File: src/rtl/prio_sel_pkg.sv
package prio_sel_pkg;

    // Bit width needed to index n items; never below one bit.
    function automatic int unsigned width_of(input int unsigned n);
        return (n <= 1) ? 1 : $clog2(n);
    endfunction

endpackage

File: src/rtl/prio_sel_queue.sv
module prio_sel_queue #(
    parameter int unsigned DEPTH     = 4,
    parameter int unsigned NUM_RANKS = 4,
    localparam int unsigned RANK_W   = prio_sel_pkg::width_of(NUM_RANKS),
    localparam int unsigned IDX_W    = prio_sel_pkg::width_of(DEPTH)
) (
    input  logic                 clk_i,
    input  logic                 rst_ni,
    input  logic [NUM_RANKS-1:0] rank_idle_i,
    input  logic                 push_i,
    input  logic [RANK_W-1:0]    push_rank_i,
    input  logic                 pop_i,
    output logic                 cand_valid_o,
    output logic [IDX_W-1:0]     cand_idx_o,
    output logic [RANK_W-1:0]    cand_rank_o
);
    localparam int unsigned CNT_W = prio_sel_pkg::width_of(DEPTH + 1);

    typedef struct packed {
        logic [DEPTH-1:0][RANK_W-1:0] rank;
        logic [CNT_W-1:0]             cnt;
    } q_state_t;

    q_state_t q_d, q_q;

    // Oldest occupied slot whose rank is idle; the downward scan lets the lowest slot win.
    always_comb begin
        cand_valid_o = 1'b0;
        cand_idx_o   = '0;
        cand_rank_o  = '0;
        for (int i = DEPTH - 1; i >= 0; i--) begin
            if (i < int'(q_q.cnt) && rank_idle_i[q_q.rank[i]]) begin
                cand_valid_o = 1'b1;
                cand_idx_o   = IDX_W'(i);
                cand_rank_o  = q_q.rank[i];
            end
        end
    end

    // Next state: close the gap after a removal, then append at the new tail.
    always_comb begin
        logic [CNT_W-1:0] cnt_after;
        q_d       = q_q;
        cnt_after = q_q.cnt;
        if (pop_i && cand_valid_o) begin
            for (int j = 0; j < int'(DEPTH) - 1; j++) begin
                if (j >= int'(cand_idx_o)) begin
                    q_d.rank[j] = q_q.rank[j+1];
                end
            end
            cnt_after = q_q.cnt - 1'b1;
        end
        if (push_i && int'(cnt_after) < int'(DEPTH)) begin
            q_d.rank[cnt_after] = push_rank_i;
            q_d.cnt             = cnt_after + 1'b1;
        end else begin
            q_d.cnt = cnt_after;
        end
    end

    always_ff @(posedge clk_i or negedge rst_ni) begin
        if (!rst_ni) begin
            q_q <= '0;
        end else begin
            q_q <= q_d;
        end
    end

endmodule

File: src/rtl/prio_sel_arb.sv
module prio_sel_arb #(
    parameter int unsigned NUM_PRIO = 4,
    parameter int unsigned IDX_W    = 2,
    parameter int unsigned RANK_W   = 2,
    localparam int unsigned PRIO_W  = prio_sel_pkg::width_of(NUM_PRIO)
) (
    input  logic [NUM_PRIO-1:0]             cand_valid_i,
    input  logic [NUM_PRIO-1:0][IDX_W-1:0]  cand_idx_i,
    input  logic [NUM_PRIO-1:0][RANK_W-1:0] cand_rank_i,
    output logic                            found_o,
    output logic [PRIO_W-1:0]               prio_o,
    output logic [IDX_W-1:0]                idx_o,
    output logic [RANK_W-1:0]               rank_o,
    output logic [NUM_PRIO-1:0]             grant_o
);
    // Ascending scan overwrites, so the highest level with a candidate wins.
    always_comb begin
        found_o = 1'b0;
        prio_o  = '0;
        idx_o   = '0;
        rank_o  = '0;
        grant_o = '0;
        for (int p = 0; p < int'(NUM_PRIO); p++) begin
            if (cand_valid_i[p]) begin
                found_o    = 1'b1;
                prio_o     = PRIO_W'(p);
                idx_o      = cand_idx_i[p];
                rank_o     = cand_rank_i[p];
                grant_o    = '0;
                grant_o[p] = 1'b1;
            end
        end
    end

endmodule

File: src/rtl/prio_req_sel.sv
module prio_req_sel #(
    parameter int unsigned NUM_PRIO  = 4,
    parameter int unsigned DEPTH     = 4,
    parameter int unsigned NUM_RANKS = 4,
    localparam int unsigned PRIO_W   = prio_sel_pkg::width_of(NUM_PRIO),
    localparam int unsigned RANK_W   = prio_sel_pkg::width_of(NUM_RANKS),
    localparam int unsigned IDX_W    = prio_sel_pkg::width_of(DEPTH)
) (
    input  logic                 clk_i,
    input  logic                 rst_ni,
    input  logic [NUM_RANKS-1:0] rank_idle_i,
    input  logic                 enq_valid_i,
    input  logic [PRIO_W-1:0]    enq_prio_i,
    input  logic [RANK_W-1:0]    enq_rank_i,
    input  logic                 issue_i,
    output logic                 sel_found_o,
    output logic [PRIO_W-1:0]    sel_prio_o,
    output logic [IDX_W-1:0]     sel_idx_o,
    output logic [RANK_W-1:0]    sel_rank_o
);
    logic [NUM_PRIO-1:0]             cand_valid;
    logic [NUM_PRIO-1:0][IDX_W-1:0]  cand_idx;
    logic [NUM_PRIO-1:0][RANK_W-1:0] cand_rank;
    logic [NUM_PRIO-1:0]             grant;

    for (genvar g = 0; g < NUM_PRIO; g++) begin : g_level
        logic push, pop;
        assign push = enq_valid_i && (int'(enq_prio_i) == g);
        assign pop  = issue_i && grant[g];

        prio_sel_queue #(
            .DEPTH     (DEPTH),
            .NUM_RANKS (NUM_RANKS)
        ) level_q_i (
            .clk_i        (clk_i),
            .rst_ni       (rst_ni),
            .rank_idle_i  (rank_idle_i),
            .push_i       (push),
            .push_rank_i  (enq_rank_i),
            .pop_i        (pop),
            .cand_valid_o (cand_valid[g]),
            .cand_idx_o   (cand_idx[g]),
            .cand_rank_o  (cand_rank[g])
        );
    end

    prio_sel_arb #(
        .NUM_PRIO (NUM_PRIO),
        .IDX_W    (IDX_W),
        .RANK_W   (RANK_W)
    ) arb_i (
        .cand_valid_i (cand_valid),
        .cand_idx_i   (cand_idx),
        .cand_rank_i  (cand_rank),
        .found_o      (sel_found_o),
        .prio_o       (sel_prio_o),
        .idx_o        (sel_idx_o),
        .rank_o       (sel_rank_o),
        .grant_o      (grant)
    );

endmodule

File: config.mk
export PLATFORM = sky130hd
export DESIGN_NAME = prio_req_sel
export DESIGN_NICKNAME = d
export VERILOG_FILES = /design/src/rtl/prio_sel_pkg.sv /design/src/rtl/prio_sel_queue.sv /design/src/rtl/prio_sel_arb.sv /design/src/rtl/prio_req_sel.sv
export SDC_FILE = /design/constraint.sdc
export NUM_CORES = 1
export LEC_CHECK = 0
export ABC_AREA = 1
export BUFFER_PORTS_ARGS = -buffer_cell sky130_fd_sc_hd__buf_4
export CAP_MARGIN = 10
export CORE_ASPECT_RATIO = 0.5
export CORE_MARGIN = 10
export CORE_UTILIZATION = 30
export CTS_BUF_LIST = sky130_fd_sc_hd__clkbuf_4
export CTS_CLUSTER_DIAMETER = 200
export CTS_CLUSTER_SIZE = 20
export DETAILED_ROUTE_END_ITERATION = 12
export SETUP_SLACK_MARGIN = 0.05
export SLEW_MARGIN = 15
export SYNTH_ARGS = -nofsm -noshare
export SYNTH_HDL_FRONTEND = slang
export SYNTH_SLANG_ARGS = --single-unit
File: constraint.sdc
create_clock -name clk_i -period 3.59 [get_ports clk_i]
set_input_delay 0.718 -clock clk_i [delete_from_list [all_inputs] [get_ports clk_i]]
set_output_delay 0.718 -clock clk_i [all_outputs]
set_load 0.01 [all_outputs]
==> results.cfg <==
[outcome]
status = complete, no violations

[timing]
rsz0062_at_grt = no
finalHoldViolCount = 0
finalSetupViolations = 0
clock.fmax_mhz = 302
drv_slew = 0
max_slew_margin = 0.312
period_share = 0.922
finalCriticalPeriod_ns = 3.31
worstMarginPinSlew_ns = 1.02
setup_tns_ns = 0
clock_skew_ns = 0.0157

[synth]
synth_mux_area_frac = 0
yosysUniqueCellTypes = 38
ys_ff_latch = 44
synth_xor_area_frac = 0.0215
yosys_warnings = 0
synth_fa_ha_area_frac = 0.0786
synth.area.top_cells = dfrtp_1 27%, nand2_1 22%, ha_1 7.9%
synth_nets = 677
synth_cells = 639
seq_area_frac_synth = 0.266
netlist_area_sq_um = 4140
synth_top_area_frac = 0.266
synthSimpleGateAreaFrac = 0.438
syn_area_per_cell_sq_um = 6.47
synth-compound-area-share = 0.111
synth_top_family_by_area = simple AND/OR/NAND/NOR gates
yosysTopAreaCell = dfrtp_1

[floorplanning]
chipHeight_um = 103
die_w_um = 186
ios = 19
fp.coreArea_sq_um = 13500
die_area_sq_um = 19200
rows = 30
start_util = 0.306

[clock_tree]
htree_num_levels = 2
post_cts_resized = 0
clockRootBuffer = clkbuf_4
insertion_delay_ns = 0.38
cts_made_buffers = 5
clockBufferDepth = 2
clk_pin_slew_worst_paths_ns = 0.14
cts_hold_buf = 0
cts_tree = done
postCtsSetupBuffers = 0
cts.sinks = 44

[routing]
wl_um = 11200
drt-initial-drc-count = 238
postRouteAntennaNets = 0
drc = 0
drt_pre_antenna_iters = 6
detail_route.wl_per_cell_um = 13.3
vias = 4106
vias_per_cell = 4.91

[setup_path]
crit_path_max_fanout = 10
cp_slowest_cell = nor2_2
cp-end-kind = output pin
path_cells = buf_4 -> inv_2 -> nand2_1 -> nand3_1 -> nand2_1 -> nand2_1 -> nand2_1 -> nor2_2 -> nand2_4 -> nor2_4 -> o21ai_0 -> a21oi_1 -> nor2_1 -> nand2_1 -> buf_4
path_class = in -> out
reg2reg_to = g_level[0].level_q_i.q_q[10]
crit_top_cell = nand2_1
reg2reg_slack_ns = 0.92
r2r_cells = 17
cp.required_ns = 2.87
r2r_start = g_level[0].level_q_i.q_q[1]
arrival_ns = 2.59
max_stage_delay_ns = 0.30
path_buf_inv = 3
critPathTopFamily = simple AND/OR/NAND/NOR gates
cp-start-kind = input pin

[final_layout]
layout.nets = 697
final_common_cell = nand2_1
fin_cells = 836
reg_top3 = g_level.level_q_i.q_q: 44 flops
largest_register_ffs = 44
top_register = g_level.level_q_i.q_q
diodes = 0
final_cell_mix = 239 x nand2_1, 66 x inv_1, 64 x nand3_1
syn_to_final_growth_pct = 9.80
drive_above_1_share = 0.123
utilization = 0.336
nFillCells = 1459

[global_route]
grt_usage = 0.119
grt_overflow = 0
antenna_found_initial = 0
grt_pass1_vias = 3747
grt_max_degree = 45
grt_first_pass_wirelength_um = 18300

[power]
pwr-share-clk = 0.093
comb_power_share = 0.650
p_int_mw = 1.56
power.leakage_nw = 2.24
p_seq_frac = 0.256
power_mw = 3.40
irDropWorstVdd_uv = 221
p_sw_frac = 0.540
p_per_area_nw_per_um2 = 749
power.switching_mw = 1.84

[placement]
dp_hpwl_um = 8830
gp_congestion = 0.909
portBuffers = 18
dp.cells = 828

[hold_path]
hold_path_class = in -> async

[flow_run]
drv_cap = 0
==> cell type report <==
| class | instances | area [sq um] | area share |
|---|---|---|---|
| Clock buffer | 5 | 37.5 | 0.00826 |
| Clock inverter | 3 | 37.5 | 0.00826 |
| Inverter | 80 | 307 | 0.0675 |
| Multi-Input combinational cell | 508 | 2690 | 0.592 |
| Sequential cell | 44 | 1100 | 0.242 |
| Tap cell | 176 | 220 | 0.0485 |
| Timing Repair Buffer | 20 | 150 | 0.0331 |
==> routing by layer <==
metal,share of wire,global-route usage,up-vias
met5,0,0,-
met4,0.031,0.0492,0
met3,0.040,0.0222,25
met2,0.45,0.199,90
met1,0.48,0.150,1879
li1,-,-,2112
==> stage by stage <==
stage | setup WS [ns] | cell area, sq um | hold slack, ns
2_1_floorplan | 0.962 | 4140 | 0.422
3_3_place_gp | 0.353 | 4460 | 0.531
3_5_place_dp | 0.319 | 4460 | 0.536
4_1_cts | 0.201 | 4540 | 0.336
5_1_grt | 0.163 | 4540 | 0.354
6_report | 0.279 | 4540 | 0.328
==> how the worst max path moves through the flow <==
stage | startpoint | end | slack (ns) | cells past startpoint
CTS | g_level[0].level_q_i.q_q[1] | sel_rank_o[1] | 0.20 | 14
finish | rank_idle_i[2] | sel_rank_o[1] | 0.28 | 15
detailed placement | rank_idle_i[2] | sel_rank_o[1] | 0.32 | 15
floorplan | rank_idle_i[0] | sel_rank_o[1] | 0.96 | 13
global route | g_level[0].level_q_i.q_q[1] | sel_rank_o[1] | 0.16 | 14
global placement | rank_idle_i[2] | sel_rank_o[1] | 0.35 | 15
==> kinds of logic (layout without fill, tap and decap cells) <==
| group | count (synthesis) | after routing |
|---|---|---|
| AO/OA/AOI/OAI | 85 | 85 |
| XOR/XNOR | 8 | 8 |
| adder cells (fa/ha/maj) | 26 | 26 |
| buffers and inverters | 87 | 108 |
| flip-flops | 44 | 44 |
| AND/OR/NAND/NOR | 389 | 389 |
==> power by group through the flow <==
| stage | sequential (mW) | clock, mW | combinational, mW |
|---|---|---|---|
| 5_1_grt | 0.899 | 0.345 | 2.53 |
| 6_report | 0.872 | 0.317 | 2.21 |
| 2_1_floorplan | 0.811 | 0 | 1.73 |
| 4_1_cts | 0.870 | 0.327 | 2.22 |
| 3_5_place_dp | 0.876 | 0 | 2.20 |
| 3_3_place_gp | 0.879 | 0 | 2.18 |
==> Yosys cell counts, drive strengths merged <==
| cell type | instances |
|---|---|
| and2 | 1 |
| nor2 | 31 |
| dfrtp | 44 |
| xnor2 | 2 |
| nor3b | 1 |
| nand3b | 2 |
| nor3 | 5 |
| inv | 79 |
| ha | 26 |
| clkinv | 1 |
| buf | 5 |
| a21oi | 12 |
| a21boi | 1 |
| clkbuf | 2 |
| a31oi | 2 |
| xor2 | 6 |
| o311ai | 1 |
| o22ai | 3 |
| o211ai | 2 |
| nand3 | 74 |
| o21ai | 64 |
| nand2 | 258 |
| nand4 | 17 |
(Power assumes the default switching activity.)
